**config.mk**
```make
export PLATFORM = sky130hd
export DESIGN_NAME = cfg_xlate
export DESIGN_NICKNAME = d
export VERILOG_FILES = /design/src/rtl/cfg_xlate_pkg.sv /design/src/rtl/cfg_xlate_ctrl.sv /design/src/rtl/cfg_xlate_datapath.sv /design/src/rtl/cfg_xlate.sv
export SDC_FILE = /design/constraint.sdc
export NUM_CORES = 1
export LEC_CHECK = 0
export ABC_AREA = 0
export BUFFER_PORTS_ARGS = -buffer_cell sky130_fd_sc_hd__buf_2
export CAP_MARGIN = 0
export CORE_MARGIN = 2
export CORE_UTILIZATION = 43
export CTS_CLUSTER_SIZE = 12
export DETAILED_ROUTE_END_ITERATION = 12
export MAX_ROUTING_LAYER = met4
export PLACE_DENSITY = 0.73
export SYNTH_ARGS = -nofsm -noshare
export SYNTH_HDL_FRONTEND = slang
export SYNTH_SLANG_ARGS = --single-unit
```
**constraint.sdc**
```tcl
create_clock -name clk -period 2.1 [get_ports clk]
set_input_delay 0.525 -clock clk [delete_from_list [all_inputs] [get_ports clk]]
set_output_delay 0.525 -clock clk [all_outputs]
set_load 0.03 [all_outputs]
```
**src/rtl/cfg_xlate_pkg.sv**
```systemverilog
package cfg_xlate_pkg;

  typedef enum logic [1:0] {
    ST_IDLE   = 2'd0,
    ST_DECODE = 2'd1,
    ST_ISSUE  = 2'd2,
    ST_RESP   = 2'd3
  } xlState_t;

  // strobes from control to datapath
  typedef struct packed {
    logic capReq;     // latch incoming request
    logic progWin;    // load window type/target
    logic takeBus;    // latch downstream outcome
    logic takeReject; // load rejected-request response
  } xlStrobe_t;

  localparam int TYPE_W = 5;
  localparam logic [TYPE_W-1:0] CFG_TYPE_LOCAL = 5'd4;
  localparam logic [TYPE_W-1:0] CFG_TYPE_FWD   = 5'd5;

endpackage

```
**src/rtl/cfg_xlate_ctrl.sv**
```systemverilog
module cfg_xlate_ctrl
  import cfg_xlate_pkg::*;
(
  input  logic      clk,
  input  logic      rstN,
  input  logic      reqValid,
  input  logic      devOk,
  input  logic      busDone,
  input  logic      busAbort,
  output logic      reqReady,
  output logic      busReq,
  output logic      rspValid,
  output xlStrobe_t strobe
);

  xlState_t state, stateNext;

  always_ff @(posedge clk) begin
    if (!rstN) state <= ST_IDLE;
    else       state <= stateNext;
  end

  always_comb begin
    stateNext = state;
    strobe    = '0;
    unique case (state)
      ST_IDLE: begin
        if (reqValid) begin
          strobe.capReq = 1'b1;
          stateNext     = ST_DECODE;
        end
      end
      ST_DECODE: begin
        if (devOk) begin
          strobe.progWin = 1'b1;
          stateNext      = ST_ISSUE;
        end else begin
          strobe.takeReject = 1'b1;
          stateNext         = ST_RESP;
        end
      end
      ST_ISSUE: begin
        if (busDone || busAbort) begin
          strobe.takeBus = 1'b1;
          stateNext      = ST_RESP;
        end
      end
      ST_RESP: stateNext = ST_IDLE;
      default: stateNext = ST_IDLE;
    endcase
  end

  assign reqReady = (state == ST_IDLE);
  assign busReq   = (state == ST_ISSUE);
  assign rspValid = (state == ST_RESP);

endmodule

```
**src/rtl/cfg_xlate_datapath.sv**
```systemverilog
module cfg_xlate_datapath
  import cfg_xlate_pkg::*;
#(
  parameter int ADDR_W = 32,
  parameter int DATA_W = 32,
  parameter int BUS_W  = 8,
  parameter int DEV_W  = 5,
  parameter int FUNC_W = 3,
  parameter int OFF_W  = 12,
  parameter logic [ADDR_W-1:0] LOCAL_BASE  = 32'h01FF_C000,
  parameter logic [ADDR_W-1:0] REGION_BASE = 32'h0100_0000,
  parameter logic [ADDR_W-1:0] REGION_SIZE = 32'h0100_0000,
  parameter logic [ADDR_W-1:0] WINDOW_SIZE = 32'h0010_0000
)(
  input  logic              clk,
  input  logic              rstN,
  input  xlStrobe_t         strobe,
  input  logic [BUS_W-1:0]  reqBus,
  input  logic [DEV_W-1:0]  reqDev,
  input  logic [FUNC_W-1:0] reqFunc,
  input  logic [OFF_W-1:0]  reqOffset,
  input  logic              reqWrite,
  input  logic [DATA_W-1:0] reqWdata,
  input  logic              busAbort,
  input  logic [DATA_W-1:0] busRdata,
  output logic              devOk,
  output logic [ADDR_W-1:0] busAddr,
  output logic              busWrite,
  output logic [DATA_W-1:0] busWdata,
  output logic [DATA_W-1:0] rspData,
  output logic              rspErr,
  output logic [ADDR_W-1:0] winTarget,
  output logic [TYPE_W-1:0] winType,
  output logic              winEnable
);

  localparam logic [ADDR_W-1:0] WIN_BASE = REGION_BASE + REGION_SIZE - WINDOW_SIZE;
  localparam int BUS_LSB  = ADDR_W - BUS_W;
  localparam int DEV_LSB  = BUS_LSB - DEV_W;
  localparam int FUNC_LSB = DEV_LSB - FUNC_W;
  localparam logic [DATA_W-1:0] ALL_ONES = '1;

  logic [BUS_W-1:0]  rBus;
  logic [DEV_W-1:0]  rDev;
  logic [FUNC_W-1:0] rFunc;
  logic [OFF_W-1:0]  rOff;
  logic              rWrite;
  logic [DATA_W-1:0] rWdata;

  logic              isLocalBus;
  logic              isFirstBus;
  logic [ADDR_W-1:0] alignedOff;
  logic [ADDR_W-1:0] tgtNext;

  // request capture
  always_ff @(posedge clk) begin
    if (!rstN) begin
      rBus   <= '0;
      rDev   <= '0;
      rFunc  <= '0;
      rOff   <= '0;
      rWrite <= 1'b0;
      rWdata <= '0;
    end else if (strobe.capReq) begin
      rBus   <= reqBus;
      rDev   <= reqDev;
      rFunc  <= reqFunc;
      rOff   <= reqOffset;
      rWrite <= reqWrite;
      rWdata <= reqWdata;
    end
  end

  assign isLocalBus = (rBus == '0);
  assign isFirstBus = (rBus == BUS_W'(1));

  // device existence rule on the two innermost buses
  always_comb begin
    if (isLocalBus)      devOk = (rDev <= DEV_W'(1));
    else if (isFirstBus) devOk = (rDev == '0);
    else                 devOk = 1'b1;
  end

  assign alignedOff = {{(ADDR_W-OFF_W){1'b0}}, rOff[OFF_W-1:2], 2'b00};
  assign busAddr    = (isLocalBus ? LOCAL_BASE : WIN_BASE) + alignedOff;
  assign busWrite   = rWrite;
  assign busWdata   = rWdata;

  always_comb begin
    tgtNext = '0;
    tgtNext[BUS_LSB  +: BUS_W]  = rBus;
    tgtNext[DEV_LSB  +: DEV_W]  = rDev;
    tgtNext[FUNC_LSB +: FUNC_W] = rFunc;
  end

  // outbound window programming
  always_ff @(posedge clk) begin
    if (!rstN) begin
      winTarget <= '0;
      winType   <= CFG_TYPE_LOCAL;
      winEnable <= 1'b0;
    end else if (strobe.progWin) begin
      winType   <= (rBus <= BUS_W'(1)) ? CFG_TYPE_LOCAL : CFG_TYPE_FWD;
      winEnable <= 1'b1;
      if (!isLocalBus) winTarget <= tgtNext;
    end
  end

  // response registers
  always_ff @(posedge clk) begin
    if (!rstN) begin
      rspData <= '0;
      rspErr  <= 1'b0;
    end else if (strobe.takeReject) begin
      rspData <= ALL_ONES;
      rspErr  <= 1'b1;
    end else if (strobe.takeBus) begin
      if (busAbort) begin
        rspData <= ALL_ONES;
        rspErr  <= 1'b1;
      end else begin
        rspData <= rWrite ? '0 : busRdata;
        rspErr  <= 1'b0;
      end
    end
  end

endmodule

```
**src/rtl/cfg_xlate.sv**
```systemverilog
module cfg_xlate
  import cfg_xlate_pkg::*;
#(
  parameter int ADDR_W = 32,
  parameter int DATA_W = 32,
  parameter int BUS_W  = 8,
  parameter int DEV_W  = 5,
  parameter int FUNC_W = 3,
  parameter int OFF_W  = 12,
  parameter logic [ADDR_W-1:0] LOCAL_BASE  = 32'h01FF_C000,
  parameter logic [ADDR_W-1:0] REGION_BASE = 32'h0100_0000,
  parameter logic [ADDR_W-1:0] REGION_SIZE = 32'h0100_0000,
  parameter logic [ADDR_W-1:0] WINDOW_SIZE = 32'h0010_0000
)(
  input  logic              clk,
  input  logic              rstN,
  input  logic              reqValid,
  output logic              reqReady,
  input  logic [BUS_W-1:0]  reqBus,
  input  logic [DEV_W-1:0]  reqDev,
  input  logic [FUNC_W-1:0] reqFunc,
  input  logic [OFF_W-1:0]  reqOffset,
  input  logic              reqWrite,
  input  logic [DATA_W-1:0] reqWdata,
  output logic              rspValid,
  output logic [DATA_W-1:0] rspData,
  output logic              rspErr,
  output logic              busReq,
  output logic [ADDR_W-1:0] busAddr,
  output logic              busWrite,
  output logic [DATA_W-1:0] busWdata,
  input  logic              busDone,
  input  logic              busAbort,
  input  logic [DATA_W-1:0] busRdata,
  output logic [ADDR_W-1:0] winTarget,
  output logic [TYPE_W-1:0] winType,
  output logic              winEnable
);

  xlStrobe_t strobe;
  logic      devOk;

  cfg_xlate_ctrl u_ctrl (
    .clk      (clk),
    .rstN     (rstN),
    .reqValid (reqValid),
    .devOk    (devOk),
    .busDone  (busDone),
    .busAbort (busAbort),
    .reqReady (reqReady),
    .busReq   (busReq),
    .rspValid (rspValid),
    .strobe   (strobe)
  );

  cfg_xlate_datapath #(
    .ADDR_W(ADDR_W), .DATA_W(DATA_W), .BUS_W(BUS_W), .DEV_W(DEV_W),
    .FUNC_W(FUNC_W), .OFF_W(OFF_W), .LOCAL_BASE(LOCAL_BASE),
    .REGION_BASE(REGION_BASE), .REGION_SIZE(REGION_SIZE),
    .WINDOW_SIZE(WINDOW_SIZE)
  ) u_dp (
    .clk       (clk),
    .rstN      (rstN),
    .strobe    (strobe),
    .reqBus    (reqBus),
    .reqDev    (reqDev),
    .reqFunc   (reqFunc),
    .reqOffset (reqOffset),
    .reqWrite  (reqWrite),
    .reqWdata  (reqWdata),
    .busAbort  (busAbort),
    .busRdata  (busRdata),
    .devOk     (devOk),
    .busAddr   (busAddr),
    .busWrite  (busWrite),
    .busWdata  (busWdata),
    .rspData   (rspData),
    .rspErr    (rspErr),
    .winTarget (winTarget),
    .winType   (winType),
    .winEnable (winEnable)
  );

endmodule

```
---- Word level (Yosys, flattened, before mapping) ----
Index checks and enable logic that the tools add are counted.
operators by class
  add/subtract/negate cells ............... 1
  order comparisons ....................... 2
  equal/unequal tests ..................... 6
  muxes and demuxes ....................... 23
  bitwise gates (word level) .............. 1
  reductions and logical operators ........ 7
operators by type and width
  operator              count
  $mux W32              4
  $add A32 B12 Y32      1
  $mux W20              1
  $mux W1               15
  $eq A8 B1 Y1 const B  1
  $le A8 B1 Y1 const B  1
  $logic_not A8 Y1      1
  $pmux W2 S4           1
  $le A5 B1 Y1 const B  1
  $logic_not A5 Y1      1
  $eq A2 B2 Y1 const B  2
  $mux W2               2
  $reduce_and A2 Y1     2
  $eq A2 B1 Y1 const B  1
  $logic_not A2 Y1      1
  $ne A2 B1 Y1 const B  1
  $ne A2 B2 Y1 const B  1
  $reduce_bool A2 Y1    1
  $logic_or A1 B1 Y1    1
  $not A1 Y1            1
word-level totals
  flip-flop bits (word level) ............. 118
  output and inout bits ................... 139

---- Longest topological paths before layout ----
  word-level depth ........................ 6
  mapped depth ............................ 8
  mapped depth without buffers ............ 6

---- Modules after synthesis ----
Synthesis repeated with hierarchy kept, for this count alone.
second synthesis, totals
  cells, all modules ...................... 486
  area total of the unflattened synthesis .. 4568.1 um2
modules (own cells, without submodules)
  module              times used  cells an instance  area each (um2)  seq. area each (um2)
  cfg_xlate_datapath  1           465                4360.4           2202.1
  cfg_xlate_ctrl      1           21                 207.7            40.0

---- Worst setup path after synthesis ----
Ideal clock, no wire load.
  path type ............................... register to register
  start point ............................. register u_ctrl.state[0]
  end point ............................... register u_dp.rWdata[30], in the netlist u_dp.busWdata[30]
  setup time .............................. 76 ps
  data arrival time ....................... 1779 ps
  required time ........................... 2024 ps
  setup slack ............................. 246 ps
  stages on the path, launching flop included .. 9
  path buffers ............................ 3
  period minus slack after synthesis ...... 1854 ps
  cell sequence ........................... dfxtp_1 -> inv_1 -> ha_1 -> and2_1 -> clkbuf_1 -> buf_2 -> clkbuf_1 -> nand2_1 -> a21boi_0
between the ends
  longest elaborated chain between the ends .. 2
ends and longest elaborated chain
  item                    RTL line                  source
  start, declared         cfg_xlate_ctrl.sv:16      xlState_t state, stateNext;
  start signal, assigned  cfg_xlate_ctrl.sv:20      else state <= stateNext;
  $logic_not A2 Y1        --
  named net reqReady      cfg_xlate.sv:18           output logic reqReady,
  $mux W1                 cfg_xlate_ctrl.sv:26      unique case (state)
  end signal, assigned    cfg_xlate_datapath.sv:70  rWdata <= reqWdata;
  end, declared           cfg_xlate_datapath.sv:48  logic [DATA_W-1:0] rWdata;
The timed path passes the listed nets, and every way through them passes these cells.
A chain may end at the register's enable or synchronous reset.

---- Final worst setup path ----
  start point ............................. register u_dp.rBus[3]
  end point ............................... output port busAddr[19]
between the ends
  longest elaborated chain between the ends .. 3
ends and longest elaborated chain
  item                    RTL line                  source
  start, declared         cfg_xlate_datapath.sv:43  logic [BUS_W-1:0] rBus;
  start signal, assigned  cfg_xlate_datapath.sv:65  rBus <= reqBus;
  $logic_not A8 Y1        cfg_xlate_datapath.sv:74  assign isLocalBus = (rBus == '0);
  $mux W20                cfg_xlate_datapath.sv:85  assign busAddr = (isLocalBus ? LOCAL_BASE : WIN_BASE) + alignedOff;
  $add A32 B12 Y32        cfg_xlate_datapath.sv:85
  end, declared           cfg_xlate.sv:29           output logic [ADDR_W-1:0] busAddr,
Every way passes these cells.

==> results.txt <==
status -> complete, no violations
WP data required -> 1570 ps
area leader, netlist -> dfxtp_1
core area -> 10980 µm²
Net Sw Frac -> 40.16%
clock period minus worst slack -> 2078 ps
gr usage total -> 19.45%
WHS -> 425.3 ps
CP Launch Type -> flip-flop
Nets -> 868
Top FF cell, synth -> dfxtp_1
largest net degree at the start of global routing -> 66
I/O Buffers -> 198
worst slew pin tran -> 1045 ps
CP Capture Type -> output port
Comb power frac -> 44.0%
Max-Cap Viols -> 0
die footprint -> 12230 µm²
Sequential Area -> 2246 µm²
Filler cells -> 982
fraction of registers with async set/reset -> 0%
Seq/Total Area, Yosys -> 45.90%
Vias/cell -> 4.730
worst r2r src -> u_dp.rDev[4]
drt wl/cell -> 12.89 µm
Worst Hold Depth -> 3
largest cells by area after synthesis -> dfxtp_1, nand2_1, a21boi_0, buf_4, o21a_1
Pwr per Cell Area -> 1345 nW/µm²
drt first pass iters -> 5
Die Width -> 110.6 µm
Post-synth EDFFs -> 0
Synth Warn # -> 0
number of CTS-inserted buffers -> 9
share of cells above drive strength 1 -> 32.17%
RSZ-0062 raised after global routing -> true
routed wire length -> 11790 µm
H-tree Lvls -> 3
crit-path max FO -> 5
dpl ws -> -297.6 ps
die height -> 110.6 µm
CTS sink cnt -> 112
total leakage power -> 2.933 nW
gr ovfl total -> 0
skew final -> 4.631 ps
CP Data Arrival Time -> 1550 ps
relative slew slack -> 30.25%
R2R Setup Slk -> 40 ps
Switch Pwr -> 3.410 mW
Int Power -> 5.080 mW
# rows -> 38
routability cong. -> 0.7918
f_max -> 481.1 MHz
initial antenna violation count -> 3
Clock Tree Root -> clkbuf_16
clk_lat worst skew -> 340 ps
WS Path Type -> reg -> out
Hold WC Path Type -> in -> reg
post-DP HPWL -> 8291 µm
clock network power share -> 22.4%
vias in the first global route -> 3955
post-synth top area share -> 45.90%
Yosys reg bits -> 112
Fin. Hold Viols -> 0
DR DRC count -> 0
setup ws final -> 21.57 ps
TritonCTS clock tree -> built
r2r worst-path depth -> 4
cell count after synthesis -> 592
Syn Area/Cell -> 8.251 µm²
Initial Util -> 44.47%
Finish-stage setup viols -> 0
post-route ant nets -> 0
IO Pins -> 237
Area growth syn-to-layout -> 29.25%
area of the multi-input gates -> 2282 µm²
Peak VDD IR -> 633.6 µV
Mapped Area -> 4885 µm²
Starting DRT DRC Count -> 259
Worst Hold Launch -> reqOffset[7]
routed vias -> 4323
first-pass GRT wire length -> 19250 µm
Clock Path Buffers -> 2
Sequential Power Share -> 33.6%
Clock Pin Slew Worst Setup and Hold Paths -> 70 ps
hold-critical path endpoint -> u_dp.rOff[7]
FF-to-FF End -> u_ctrl.state[0]
fraction of the cycle the final worst path needs -> 98.97%
Final Slew Violations -> 0
Yosys cell types -> 30
==> layout by cell type (no fill, tap or decap), types with 2 or more instances in the layout <==
master       n
ha_1         4
dfxtp_1    109
mux2i_1     14
nor2b_1      2
dfxtp_2      3
buf_8        4
diode_2      3
nand3_1      2
buf_2      191
nand2_1    183
a21oi_1     34
bufinv_16    2
buf_12       5
nor3b_4      2
buf_4       15
buf_6        2
o21a_1      37
clkbuf_8     3
conb_1      36
clkbuf_16    9
o21ai_0     35
a21boi_0    60
inv_1        3
nand2_2      2
==> power by group through the flow <==
stage | combinational, mW | clock, mW | sequential, mW
final | 3.74 | 1.90 | 2.85
after global routing | 4.04 | 2.04 | 2.91
after CTS | 3.68 | 1.96 | 2.85
after detailed placement | 3.43 | 0 | 2.88
after global placement | 3.36 | 0 | 2.86
after floorplan | 1.88 | 0 | 3.63
==> stage by stage <==
stage          utilization, %  setup TNS, ps  area, µm²  instances  total power [mW]
6_report                57.48              0       6314        914             8.490
5_1_grt                 57.48         -635.0       6314        914             8.991
4_1_cts                 57.07         -681.4       6269        909             8.490
3_5_place_dp            52.95          -6466       5816        889             6.318
3_3_place_gp            52.95          -5224       5816        889             6.215
2_1_floorplan               -              0       5012        626             5.509
==> worst max-delay path: stages (launching register included) <==
cell and delay, ps:
dfxtp_2 340, nor4_4 290, nand2_2 90, buf_6 130
nor2_4 100, buf_12 130, buf_6 130
==> cell type report <==
cell class / instances / area share [%]
Tap cell: 140 / 2.774
Timing Repair Buffer: 217 / 19.82
Multi-Input combinational cell: 423 / 36.15
Clock buffer: 12 / 4.221
Sequential cell: 112 / 35.57
Inverter: 3 / 0.1784
Antenna cell: 3 / 0.1189
Clock inverter: 4 / 1.169
==> cell families (layout without fill, tap and decap cells) <==
| logic type | after synthesis | after routing | synth area share [%] |
|---|---|---|---|
| AND/OR/NAND/NOR | 199 | 200 | 16.21 |
| AO/OA/AOI/OAI | 169 | 169 | 22.52 |
| flip-flops | 112 | 112 | 45.90 |
| buffers and inverters | 92 | 236 | 11.32 |
| multiplexers | 14 | 14 | 2.869 |
| adder cells (fa/ha/maj) | 4 | 4 | 1.025 |
| other | 2 | 39 | 0.1537 |
==> synthesized netlist by cell type, types with 2 or more instances <==
master	n
nor3b_2	2
o21ai_0	35
a21oi_1	34
buf_1	4
nor2_1	2
nor2b_1	2
o21a_1	37
nand2_1	185
buf_6	4
dfxtp_1	112
buf_2	2
conb_1	2
nand3_1	2
ha_1	4
mux2i_1	14
a21boi_0	60
inv_1	3
clkbuf_1	35
buf_4	42
==> layer usage <==
layer	up-vias	GRT usage (%)	wire, µm
met5	-	-	0
met4	0	7.750	141
li1	2216	-	-
met2	158	31.70	5797
met1	1941	23.57	5076
met3	8	4.116	769
==> registers in the layout (all words and copies together), names as in the netlist <==
signal and flops:
u_dp.rFunc 3, u_dp.rspData 32, u_dp.rDev 5, u_dp.winTarget 16, u_dp.winType 1, u_dp.rspErr 1, u_dp.winEnable 1, u_dp.rOff 10
u_dp.busWrite 1, u_dp.busWdata 32, u_ctrl.state 2, u_dp.rBus 8
==> worst max-delay path by stage <==
stage	from	endpoint	slack (ps)	depth (start not counted)
2_1_floorplan	u_ctrl.state[0]	u_dp.busWdata[30]	250	8
3_3_place_gp	u_dp.rBus[3]	u_ctrl.state[0]	-270	4
3_5_place_dp	u_dp.rBus[3]	u_ctrl.state[0]	-300	4
4_1_cts	u_dp.rBus[6]	busAddr[19]	-120	6
5_1_grt	u_dp.rBus[3]	u_ctrl.state[0]	-100	6
6_report	u_dp.rBus[3]	busAddr[19]	20	6
==> what timing repair did <==
item / CTS / global route
setup buffers: 3 / 2
endpoints found under the setup margin: 40 / 23
gates cloned: 1 / 0
pin swaps: 3 / 3
gates resized for setup: 18 / 8
hold buffers: 0 / 0
Power figures use the tool's default switching activity.
